`src/rtl/refsched_pkg.sv`:
```
package refsched_pkg;

  typedef enum logic [2:0] {
    ST_IDLE,
    ST_PRE,
    ST_DRAIN,
    ST_REF,
    ST_RFC,
    ST_SR,
    ST_XWAIT
  } sched_state_t;

  // owed-refresh arithmetic: saturating add, floor-at-zero subtract
  function automatic logic [31:0] debt_step(input logic [31:0] d, input logic add,
                                            input logic sub, input logic [31:0] cap);
    logic [31:0] r;
    r = d;
    if (add && r < cap) r = r + 32'd1;
    if (sub && r != 32'd0) r = r - 32'd1;
    return r;
  endfunction

endpackage

```
`src/rtl/refi_timer.sv`:
```
module refi_timer #(
  parameter int REFI_CYC = 1300
) (
  input  logic clk,
  input  logic rst_n,
  output logic tick
);
  localparam int CW = $clog2(REFI_CYC);
  localparam logic [CW-1:0] LAST = CW'(REFI_CYC - 1);

  logic [CW-1:0] cnt_q;

  assign tick = (cnt_q == LAST);

  always_ff @(posedge clk) begin
    if (!rst_n)    cnt_q <= '0;
    else if (tick) cnt_q <= '0;
    else           cnt_q <= cnt_q + 1'b1;
  end

  assert_single_tick_R1: assert property (@(posedge clk) disable iff (!rst_n)
    tick |=> !tick);

endmodule

```
`src/rtl/debt_tracker.sv`:
```
module debt_tracker
  import refsched_pkg::*;
#(
  parameter int MAX_DEBT = 8,
  localparam int DW = $clog2(MAX_DEBT + 1)
) (
  input  logic          clk,
  input  logic          rst_n,
  input  logic          add,
  input  logic          sub,
  input  logic          clear,
  output logic [DW-1:0] debt,
  output logic          urgent,
  output logic          block
);
  logic [DW-1:0] debt_q, debt_n;
  logic          block_q;

  always_comb begin
    if (clear) debt_n = '0;
    else       debt_n = DW'(debt_step(32'(debt_q), add, sub, 32'(MAX_DEBT)));
  end

  always_ff @(posedge clk) begin
    if (!rst_n) begin
      debt_q  <= '0;
      block_q <= 1'b0;
    end else begin
      debt_q <= debt_n;
      if (debt_n == DW'(MAX_DEBT)) block_q <= 1'b1;
      else if (debt_n == '0)       block_q <= 1'b0;
    end
  end

  assign debt   = debt_q;
  assign urgent = (debt_q == DW'(MAX_DEBT));
  assign block  = block_q;

  assert_debt_cap_R3: assert property (@(posedge clk) disable iff (!rst_n)
    debt_q <= DW'(MAX_DEBT));
  assert_urgent_blocks_R4: assert property (@(posedge clk) disable iff (!rst_n)
    urgent |-> block);

endmodule

```
`src/rtl/exit_timer.sv`:
```
module exit_timer #(
  parameter int XSNR_CYC = 13,
  parameter int XSRD_CYC = 200
) (
  input  logic clk,
  input  logic rst_n,
  input  logic in_sr,
  output logic nonread_last,
  output logic read_block
);
  localparam int XW = $clog2(XSRD_CYC + 1);
  localparam logic [XW-1:0] RD_DONE = XW'(XSRD_CYC);
  localparam logic [XW-1:0] NR_LAST = XW'(XSNR_CYC - 1);

  logic [XW-1:0] xs_q;

  always_ff @(posedge clk) begin
    if (!rst_n)              xs_q <= RD_DONE;
    else if (in_sr)          xs_q <= '0;
    else if (xs_q < RD_DONE) xs_q <= xs_q + 1'b1;
  end

  assign nonread_last = !in_sr && (xs_q == NR_LAST);
  assign read_block   = in_sr || (xs_q < RD_DONE);

  assert_read_wait_R11: assert property (@(posedge clk) disable iff (!rst_n)
    in_sr |=> read_block);

endmodule

```
`src/rtl/refresh_sched.sv`:
```
module refresh_sched
  import refsched_pkg::*;
#(
  parameter int REFI_CYC = 1300,
  parameter int RFC_CYC  = 12,
  parameter int XSNR_CYC = 13,
  parameter int XSRD_CYC = 200,
  parameter int MAX_DEBT = 8,
  localparam int DW = $clog2(MAX_DEBT + 1)
) (
  input  logic          clk,
  input  logic          rst_n,
  input  logic          banks_idle,
  input  logic          refresh_ack,
  input  logic          sr_enter_req,
  input  logic          sr_exit_req,
  output logic          refresh_req,
  output logic          refresh_urgent,
  output logic          block_activate,
  output logic          hold_cmds,
  output logic          cmd_precharge_all,
  output logic          cmd_a10,
  output logic          cmd_refresh,
  output logic          cke,
  output logic          read_block,
  output logic [DW-1:0] debt_count
);
  localparam int RW = $clog2(RFC_CYC);

  sched_state_t state_q, state_n;
  logic [RW-1:0] rfc_q;
  logic interval_tick, nonread_last, in_sr, sr_leave, debt_add, debt_sub;

  // named internal events
  assign in_sr    = (state_q == ST_SR);
  assign sr_leave = in_sr && sr_exit_req;
  assign debt_add = interval_tick && !in_sr && (state_q != ST_XWAIT);
  assign debt_sub = (state_q == ST_REF);

  refi_timer #(.REFI_CYC(REFI_CYC)) u_refi (
    .clk(clk), .rst_n(rst_n), .tick(interval_tick));

  debt_tracker #(.MAX_DEBT(MAX_DEBT)) u_debt (
    .clk(clk), .rst_n(rst_n), .add(debt_add), .sub(debt_sub), .clear(sr_leave),
    .debt(debt_count), .urgent(refresh_urgent), .block(block_activate));

  exit_timer #(.XSNR_CYC(XSNR_CYC), .XSRD_CYC(XSRD_CYC)) u_exit (
    .clk(clk), .rst_n(rst_n), .in_sr(in_sr),
    .nonread_last(nonread_last), .read_block(read_block));

  always_comb begin
    state_n = state_q;
    unique case (state_q)
      ST_IDLE: begin
        if (refresh_ack && debt_count != '0) state_n = banks_idle ? ST_REF : ST_PRE;
        else if (sr_enter_req && banks_idle) state_n = ST_SR;
      end
      ST_PRE:   state_n = ST_DRAIN;
      ST_DRAIN: if (banks_idle) state_n = ST_REF;
      ST_REF:   state_n = ST_RFC;
      ST_RFC:   if (rfc_q == '0) state_n = ST_IDLE;
      ST_SR:    if (sr_exit_req) state_n = ST_XWAIT;
      ST_XWAIT: if (nonread_last) state_n = ST_REF;
      default:  state_n = ST_IDLE;
    endcase
  end

  always_ff @(posedge clk) begin
    if (!rst_n) begin
      state_q <= ST_IDLE;
      rfc_q   <= '0;
    end else begin
      state_q <= state_n;
      if (state_q == ST_REF)      rfc_q <= RW'(RFC_CYC - 2);
      else if (state_q == ST_RFC) rfc_q <= rfc_q - 1'b1;
    end
  end

  assign refresh_req       = (debt_count != '0);
  assign hold_cmds         = (state_q != ST_IDLE);
  assign cmd_precharge_all = (state_q == ST_PRE);
  assign cmd_a10           = (state_q == ST_PRE);
  assign cmd_refresh       = (state_q == ST_REF);
  assign cke               = !in_sr;

  assert_pre_single_R5: assert property (@(posedge clk) disable iff (!rst_n)
    cmd_precharge_all |=> !cmd_precharge_all);
  assert_rfc_hold_R7: assert property (@(posedge clk) disable iff (!rst_n)
    cmd_refresh |=> hold_cmds);
  assert_refresh_cke_R8: assert property (@(posedge clk) disable iff (!rst_n)
    cmd_refresh |-> cke);
  assert_sr_frozen_R9: assert property (@(posedge clk) disable iff (!rst_n)
    !cke |=> (cke || $stable(debt_count)));
  assert_exit_clean_R10: assert property (@(posedge clk) disable iff (!rst_n)
    $rose(cke) |-> (debt_count == '0 && hold_cmds));

endmodule

```
`config.mk`:
```
export PLATFORM = sky130hd
export DESIGN_NAME = refresh_sched
export DESIGN_NICKNAME = d
export VERILOG_FILES = /design/src/rtl/refsched_pkg.sv /design/src/rtl/refi_timer.sv /design/src/rtl/debt_tracker.sv /design/src/rtl/exit_timer.sv /design/src/rtl/refresh_sched.sv
export SDC_FILE = /design/constraint.sdc
export NUM_CORES = 1
export LEC_CHECK = 0
export BUFFER_PORTS_ARGS = -buffer_cell sky130_fd_sc_hd__buf_2
export CORE_MARGIN = 4
export CORE_UTILIZATION = 40
export CTS_CLUSTER_SIZE = 20
export DETAILED_ROUTE_END_ITERATION = 8
export PLACE_DENSITY = 0.58
export SLEW_MARGIN = 20
export SYNTH_ARGS = -nofsm -noshare
export SYNTH_HDL_FRONTEND = slang
export SYNTH_SLANG_ARGS = --single-unit
```
`constraint.sdc`:
```
create_clock -name clk -period 5.65 [get_ports clk]
set_input_delay 1.4125 -clock clk [delete_from_list [all_inputs] [get_ports clk]]
set_output_delay 1.4125 -clock clk [all_outputs]
set_load 0.005 [all_outputs]
```
[Word level (Yosys, flattened, before mapping)]
Index checks and enable logic that the tools add are counted.
Word-level totals
  register bits after elaboration: 31
  bits in latches: 0
  memory bits (writable): 0
  memory bits (read-only): 0
  input bits: 6
  output and inout bits: 13
  word-level logic and storage cells: 73
  memories: 0
Cells by class
  add/sub/neg operators: 5
  $mul: 0
  divide/modulo/power cells: 0
  order comparisons: 2
  equality and inequality tests: 16
  shift-type cells: 0
  mux-type cells: 18
  bitwise gates (word level): 1
  reduce and logical (&&, ||, !) cells: 23
Operators with widths (number)
  $mux 32: 2
  $reduce_bool 32->1: 1
  $pmux 3 s7: 1
  $mux 3: 6
  $mux 4: 4
  $mux 8: 2
  $add 11x1->11 const B: 1
  $eq 11x11->1 const B: 1
  $eq 3x3->1 const B: 3
  $add 8x1->8 const B: 1
  $eq 4x4->1 const B: 2
  $eq 8x4->1 const B: 1
  $logic_and 1x1->1: 8
  $logic_not 4->1: 2
  $lt 8x8->1 const B: 1
  $ne 2x2->1 const B: 4
  $sub 4x1->4 const B: 2
  $eq 3x2->1 const B: 2
  $ne 3x3->1 const B: 2
  $reduce_bool 2->1: 3
  $reduce_or 2->1: 3
  $add 4x1->5 const B: 1
  $reduce_and 5->1: 1
  $lt 4x4->1 const B: 1
  other kinds (9): 10

[Depth between registers and ports, before layout]
Gate-level depths: netlist (run 1).
  depth in word-level cells: 14
  depth in mapped cells: 7
  gate-level depth less buffers: 7

[Hierarchy]
Synthesis (run 1) repeated with hierarchy kept, for this count alone.
Unflattened totals
  cells, all modules: 211
  area, all modules: 1890.6 µm²
Modules (own cells, without submodules)
  refresh_sched: times used 1, cells each 66, area each 524.3 µm², sequential area each 140.1 µm²
  refi_timer: times used 1, cells each 54, area each 515.5 µm², sequential area each 220.2 µm²
  exit_timer: times used 1, cells each 51, area each 450.4 µm², sequential area each 160.2 µm²
  debt_tracker: times used 1, cells each 40, area each 400.4 µm², sequential area each 100.1 µm²

[Worst setup path before layout (run 1)]
OpenSTA, ideal clock, no wires.
  path type: register to output
  from: register u_exit.xs_q[4]
  to: output port read_block
  arrival time: 1208 ps
  required time: 4238 ps
  slack: 3029 ps
  cell stages (with the launch flop): 3
  path buffers: 0
  cell sequence: dfxtp_1 > o311ai_1 > or2_2
On the way
  word-level cells in the longest chain between the ends: 2
RTL lines
  start: declaration: line exit_timer.sv:15  | logic [XW-1:0] xs_q;
  start signal: assignment: line exit_timer.sv:20  | else if (xs_q < RD_DONE) xs_q <= xs_q + 1'b1;
  $lt 8x8->1: line exit_timer.sv:24  | assign read_block = in_sr || (xs_q < RD_DONE);
  $logic_or 1x1->1: line exit_timer.sv:24
  end: declaration: line refresh_sched.sv:25  | output logic read_block,
Every way passes these cells.

[Worst setup path in the final report (run 1)]
Same ends and word-level chain as after synthesis.

==> results of run 1 <==
==> where the power goes <==
| group | total, uW | switching [uW] | internal, uW |
|---|---|---|---|
| sequential | 261 | 26.4 | 234 |
| clock | 189 | 77.6 | 111 |
| combinational | 109 | 58.1 | 51.2 |
==> layer usage <==
layer | global-route usage, % | vias to the layer above | share of wire [%]
li1 | - | 789 | -
met1 | 19.3 | 711 | 51
met2 | 21.9 | 15 | 43
met3 | 3.96 | 6 | 3.7
met4 | 6.41 | 0 | 2.0
met5 | 0 | - | 0
==> critical path, stage by stage (launching register included) <==
cell and delay [ns]:
sky130_fd_sc_hd__dfxtp_1 0.35, sky130_fd_sc_hd__o311ai_1 0.79, sky130_fd_sc_hd__or2_2 0.23, sky130_fd_sc_hd__buf_2 0.10
==> worst max path at each step <==
stage | endpoint | slack (ns) | depth (start not counted)
5_1_grt | read_block | 2.36 | 3
3_3_place_gp | read_block | 2.86 | 3
6_report | read_block | 2.49 | 3
4_1_cts | read_block | 2.47 | 3
2_1_floorplan | read_block | 3.03 | 2
3_5_place_dp | read_block | 2.78 | 3
==> cells by family after synthesis <==
family          synth area share (%)
flops                           34.3
fa+ha+maj                       4.14
mux                             4.35
compound gates                  17.5
xor+xnor                        9.19
buf+inv                         4.14
simple gates                    26.4
==> state kept, by name (all words and copies together) (netlist names) <==
name          cells
u_debt.block      1
u_exit.xs_q       8
state_q           3
rfc_q             4
u_debt.debt       4
u_refi.cnt_q     11
==> cell usage after synthesis, types with 3 or more instances <==
master	count
sky130_fd_sc_hd__nor2_1	26
sky130_fd_sc_hd__mux2i_1	3
sky130_fd_sc_hd__inv_1	11
sky130_fd_sc_hd__nand3_1	9
sky130_fd_sc_hd__nand2_1	17
sky130_fd_sc_hd__clkbuf_1	6
sky130_fd_sc_hd__dfxtp_1	31
sky130_fd_sc_hd__a21oi_1	8
sky130_fd_sc_hd__and2_1	4
sky130_fd_sc_hd__nor2b_1	3
sky130_fd_sc_hd__o21ai_0	9
sky130_fd_sc_hd__o21a_1	3
sky130_fd_sc_hd__and3_1	6
sky130_fd_sc_hd__ha_1	6
sky130_fd_sc_hd__xnor2_1	12
sky130_fd_sc_hd__nor3_1	5
sky130_fd_sc_hd__xor2_1	7
sky130_fd_sc_hd__mux2_2	3
==> area by class of cell <==
class	instances	area [um2]	area share [%]
Multi-Input combinational cell	164	1120	54.9
Clock buffer	8	100	4.90
Timing Repair Buffer	18	90.1	4.41
Inverter	12	45.0	2.21
Tap cell	52	65.1	3.19
Sequential cell	31	621	30.4
==> per-stage QoR <==
stage / instance area [um2] / hold WS [ns] / power, uW
after floorplan: 1810 / 0.430 / 347
after global routing: 2040 / 0.487 / 595
after CTS: 2040 / 0.466 / 568
after detailed placement: 1940 / 0.452 / 375
after global placement: 1940 / 0.447 / 374
final: 2040 / 0.461 / 559
==> results.md, run 1 <==
Setup path
* **Req. time, crit path** 4.24 ns
* **category of the worst setup path launch point** flop
* **startpoint-to-endpoint class of the critical path** flop to output port
* **peak fanout along the critical path** 8
* **R2R setup slack** 3.14 ns
* **Worst Reg2Reg Path Length in Cells** 6
* **worst r2r dst** u_debt.debt[2]
* **worst setup path startpoint** u_exit.xs_q[4]
* **endpoint class of the critical path** output port
* **worst path arrival time** 1.74 ns
* **worst r2r src** u_refi.cnt_q[0]

CTS
* **number of buffers added by the clock tree synthesis step** 5
* **clock tree from TritonCTS** done
* **clock sinks** 31
* **maximum clock insertion buffer count** 2
* **hold-fix buffer count after cts** 0
* **Clock Latency Late Sink** 0.28 ns
* **post-CTS setup-driven buffer insertion count** 0
* **cell chosen for the clock root** sky130_fd_sc_hd__clkbuf_8
* **post-cts sizing count** 0
* **Clock H-tree levels** 2
* **clock-pin slew on the worst setup and hold paths** 0.06 ns

Yosys
* **commonest register cell after synthesis** sky130_fd_sc_hd__dfxtp_1
* **Synth top area share** 34.3%
* **net count after synthesis** 226
* **leading cell types by total area after synthesis** sky130_fd_sc_hd__dfxtp_1 34%, sky130_fd_sc_hd__xnor2_1 5.8%, sky130_fd_sc_hd__nor2_1 5.4%
* **sequential cell area fraction in the yosys report** 34.3%
* **number of distinct standard cells referenced by the synthesized netlist** 53
* **number of flip-flops and latches in the synthesized netlist** 31
* **library cell with the largest summed area after synthesis** sky130_fd_sc_hd__dfxtp_1
* **Post-synth ARST share** 0%
* **number of warnings reported in the yosys synthesis log** 0
* **cell count after synthesis** 214
* **Post-synth EDFFs** 0
* **average size of a mapped cell** 8.47 um2
* **synthesized cell area** 1810 um2

Floorplan
* **count of boundary I/O pins** 19
* **Die H** 75.3 um
* **placeable core area** 4380 um2
* **Initial Util** 41.3%
* **Die Area** 5670 um2
* **placement row count** 24
* **die boundary width** 75.3 um

Global routing
* **maximum number of pins on one net before global-route repair** 17
* **number of global-route vias before repair** 1,372
* **gr usage total** 14.5%
* **antenna violations before repair** 0
* **leftover overflow at the end of global routing** 0
* **wire length of the first global-routing pass** 6290 um

Cells and area
* **number of non-filler instances in the completed layout** 285
* **utilization after layout** 46.6%
* **Ant. Diodes** 0
* **leading cell type in the layout, fill and taps excluded** sky130_fd_sc_hd__dfxtp_1
* **area added between synthesis and finish** 12.7%
* **fraction of layout instances using a drive strength above 1** 16.3%
* **Final nets** 244
* **highest-count cells in the layout ignoring fill and taps** 31 x sky130_fd_sc_hd__dfxtp_1, 26 x sky130_fd_sc_hd__nor2_1, 18 x sky130_fd_sc_hd__buf_2, 17 x sky130_fd_sc_hd__nand2_1, 12 x sky130_fd_sc_hd__xnor2_1
* **fill cell count** 435

Place
* **final estimated routing congestion in global placement** 0.900
* **count of port buffers added during placement** 18
* **instance count after placement with tap cells included** 277
* **post-DP HPWL** 2600 um
* **DP Worst Slack** 2.78 ns

Routing
* **ANT nets after route** 0
* **Final Routed Wirelength** 3560 um
* **overall via count from detail_route** 1,521
* **WL/cell** 12.5 um
* **Via-to-Cell Ratio** 5.34
* **first-pass detailed-route iteration total** 4
* **drt first-iter violations** 90
* **residual DRC count** 0

STA
* **Post-Route Skew** 0.00335 ns
* **final period demand of the worst path** 3.16 ns
* **max-slew violation total from the final report** 0
* **RSZ-0062 raised after global routing** no
* **number of failing hold endpoints at the final stage** 0
* **setup slack after layout** 2.49 ns
* **f_max** 317 MHz
* **slew margin rel.** 39.5%
* **setup_tns** 0 ns
* **period utilisation layout** 55.9%
* **final setup fails** 0
* **slew of the pin with the lowest slew margin** 0.893 ns

Min path
* **Worst Hold Endpoint** u_refi.cnt_q[0]
* **WHS Path Cells** 1
* **origin of the worst min-delay path** u_refi.cnt_q[0]
* **worst hold-check path type** flop to flop

Power and ir drop
* **Leakage** 0.000811 uW
* **Power Dens Cells** 274 nW/um2
* **largest vdd supply drop** 107 uV

Flow run
* **max-cap violations** 0

Run status
* **outcome** completed

Note: power is estimated with default switching activity, not from simulation.
==> run 2: changes to the inputs <==
--- a/config.mk
+++ b/config.mk
@@ -10,7 +10,7 @@
 export CORE_UTILIZATION = 40
 export CTS_CLUSTER_SIZE = 20
 export DETAILED_ROUTE_END_ITERATION = 8
-export PLACE_DENSITY = 0.58
+export PLACE_DENSITY = 0.6
 export SLEW_MARGIN = 20
 export SYNTH_ARGS = -nofsm -noshare
 export SYNTH_HDL_FRONTEND = slang
==> constraint.sdc (replaced) <==
create_clock -name clk -period 2.5 [get_ports clk]
set_input_delay 0.625 -clock clk [delete_from_list [all_inputs] [get_ports clk]]
set_output_delay 0.625 -clock clk [all_outputs]
set_load 0.005 [all_outputs]
==> run 2 against run 1 <==
Total power grew 120%. Routed wire length increased by 4.0%. Critical path type unchanged. Global-route usage is 0.12 points lower.
==> results.md, run 2 (synthesis gave the netlist of run 1 again) <==
Routing
* **met2 WL post-DR** 1660 um
* **overall via count from detail_route** 1,556
* **top sig layer** met4
* **WL/cell** 12.6 um
* **met3 routed wirelength** 164 um
* **ANT nets after route** 0
* **drt first-iter violations** 40
* **first-pass detailed-route iteration total** 4
* **Final Routed Wirelength** 3700 um
* **residual DRC count** 0
* **met1 layer wirelength in the final routing** 1820 um
* **Via-to-Cell Ratio** 5.31

Setup path
* **Critical path buffers and inverters** 3
* **peak fanout along the critical path** 12
* **endpoint class of the critical path** output port
* **worst path arrival time** 1.67 ns
* **capture point of the worst path** cmd_refresh
* **worst r2r src** u_refi.cnt_q[0]
* **cell type of the slowest stage on the worst timing path** sky130_fd_sc_hd__dfxtp_1
* **Worst Reg2Reg Path Length in Cells** 6
* **worst setup path startpoint** state_q[0]
* **startpoint-to-endpoint class of the critical path** flop to output port
* **sequence of cells on the critical path** buf_4 > nor2b_1 > nand2_1 > clkinv_1 > buf_2
* **category of the worst setup path launch point** flop
* **delay-heaviest family, CP** buffers and inverters
* **Req. time, crit path** 1.88 ns
* **Critical Path Max Stage Delay** 0.37 ns
* **logic depth of the worst path, buffers included** 5
* **R2R setup slack** 0.24 ns
* **worst r2r dst** u_debt.debt[2]

Power and ir drop
* **Sw Pwr** 368 uW
* **Power Total** 1220 uW
* **Flop pwr share** 46.1%
* **Power Dens Cells** 584 nW/um2
* **switch share** 30.2%
* **cell-internal power** 849 uW
* **Clk network pwr share** 29.6%
* **Leakage** 0.000848 uW
* **part of the total power dissipated in combinational logic** 24.3%
* **largest vdd supply drop** 215 uV

STA
* **Post-Route Skew** 0.00811 ns
* **setup_tns** 0 ns
* **max-slew violation total from the final report** 0
* **final setup fails** 0
* **RSZ-0062 raised after global routing** no
* **period utilisation layout** 91.7%
* **slew margin rel.** 68.1%
* **f_max** 436 MHz
* **number of failing hold endpoints at the final stage** 0
* **final period demand of the worst path** 2.29 ns
* **slew of the pin with the lowest slew margin** 0.467 ns

Floorplan
* **Die H** 75.3 um
* **count of boundary I/O pins** 19
* **Initial Util** 41.3%
* **die boundary width** 75.3 um
* **Die Area** 5670 um2
* **placeable core area** 4380 um2
* **placement row count** 24

Global routing
* **wire length of the first global-routing pass** 6280 um
* **leftover overflow at the end of global routing** 0
* **number of global-route vias before repair** 1,396
* **antenna violations before repair** 0
* **maximum number of pins on one net before global-route repair** 16
* **gr usage total** 14.3%

CTS
* **clock sinks** 31
* **post-cts sizing count** 0
* **Clock H-tree levels** 2
* **clock-pin slew on the worst setup and hold paths** 0.06 ns
* **maximum clock insertion buffer count** 2
* **post-CTS setup-driven buffer insertion count** 0
* **cell chosen for the clock root** sky130_fd_sc_hd__clkbuf_8
* **number of buffers added by the clock tree synthesis step** 5
* **hold-fix buffer count after cts** 0
* **clock tree from TritonCTS** done
* **Clock Latency Late Sink** 0.28 ns

Cells and area
* **Final nets** 254
* **largest registers** u_refi.cnt_q (11), u_exit.xs_q (8)
* **number of flip-flops under the largest register name** 11
* **highest-count cells in the layout ignoring fill and taps** 31 x sky130_fd_sc_hd__dfxtp_1, 26 x sky130_fd_sc_hd__nor2_1, 18 x sky130_fd_sc_hd__buf_2, 17 x sky130_fd_sc_hd__nand2_1, 12 x sky130_fd_sc_hd__xnor2_1
* **register ranked first by flip-flop count** u_refi.cnt_q
* **Ant. Diodes** 0
* **fraction of layout instances using a drive strength above 1** 18.7%
* **number of non-filler instances in the completed layout** 293
* **area added between synthesis and finish** 15.1%
* **fill cell count** 457
* **leading cell type in the layout, fill and taps excluded** sky130_fd_sc_hd__dfxtp_1

Place
* **final estimated routing congestion in global placement** 0.862
* **count of port buffers added during placement** 18
* **post-DP HPWL** 2720 um
* **instance count after placement with tap cells included** 287

Flow run
* **max-cap violations** 0

Run status
* **outcome** completed

Min path
* **worst hold-check path type** flop to flop

-- run 2: changes by cell type in the layout (fill, tap and decap cells not counted) --
cell / change
sky130_fd_sc_hd__clkbuf_8: -2
sky130_fd_sc_hd__o31ai_1: +1
sky130_fd_sc_hd__o31ai_2: -1
sky130_fd_sc_hd__buf_4: +10
-- run 2: routing by layer --
metal / global-route usage (%) / vias to the layer above
li1: - / 812
met1: 18.7 / 712
met2: 22.2 / 26
met3: 4.49 / 6
met4: 5.24 / 0
met5: 0 / -
-- run 2: power by group through the flow --
stage | Clock [uW] | Combinational, uW | Sequential (uW)
4_1_cts | 378 | 299 | 561
6_report | 360 | 296 | 561
2_1_floorplan | 0 | 220 | 563
3_3_place_gp | 0 | 297 | 570
5_1_grt | 396 | 337 | 566
3_5_place_dp | 0 | 297 | 572
-- run 2: cell type report --
cell class                 count  area, um2  share of cell area, %
sequential                    31        621                   29.8
inverter                      12       45.0                   2.16
multi-input combinational    164       1120                   53.5
tap                           52       65.1                   3.12
clock buffer                   6       72.6                   3.48
timing repair buffer          28        165                   7.92
-- run 2: stage by stage --
stage | setup WS, ns | cell area [um2] | hold slack [ns] | util (%)
after floorplan | 0.199 | 1810 | 0.430 | -
after global placement | 0.280 | 2010 | 0.447 | 45.9
after detailed placement | 0.243 | 2010 | 0.456 | 45.9
after CTS | 0.200 | 2080 | 0.470 | 47.5
after global routing | 0.0647 | 2080 | 0.494 | 47.5
final | 0.207 | 2080 | 0.471 | 47.5
-- run 2: how the worst min path moves through the flow --
stage	slack (ns)	endpoint	cells past startpoint	start
final	0.47	u_refi.cnt_q[0]	1	u_refi.cnt_q[0]
after CTS	0.47	u_refi.cnt_q[0]	1	u_refi.cnt_q[0]
after global routing	0.49	u_debt.block	2	u_debt.block
after global placement	0.45	u_refi.cnt_q[0]	1	u_refi.cnt_q[0]
after floorplan	0.43	u_refi.cnt_q[0]	1	u_refi.cnt_q[0]
after detailed placement	0.46	u_refi.cnt_q[0]	1	u_refi.cnt_q[0]
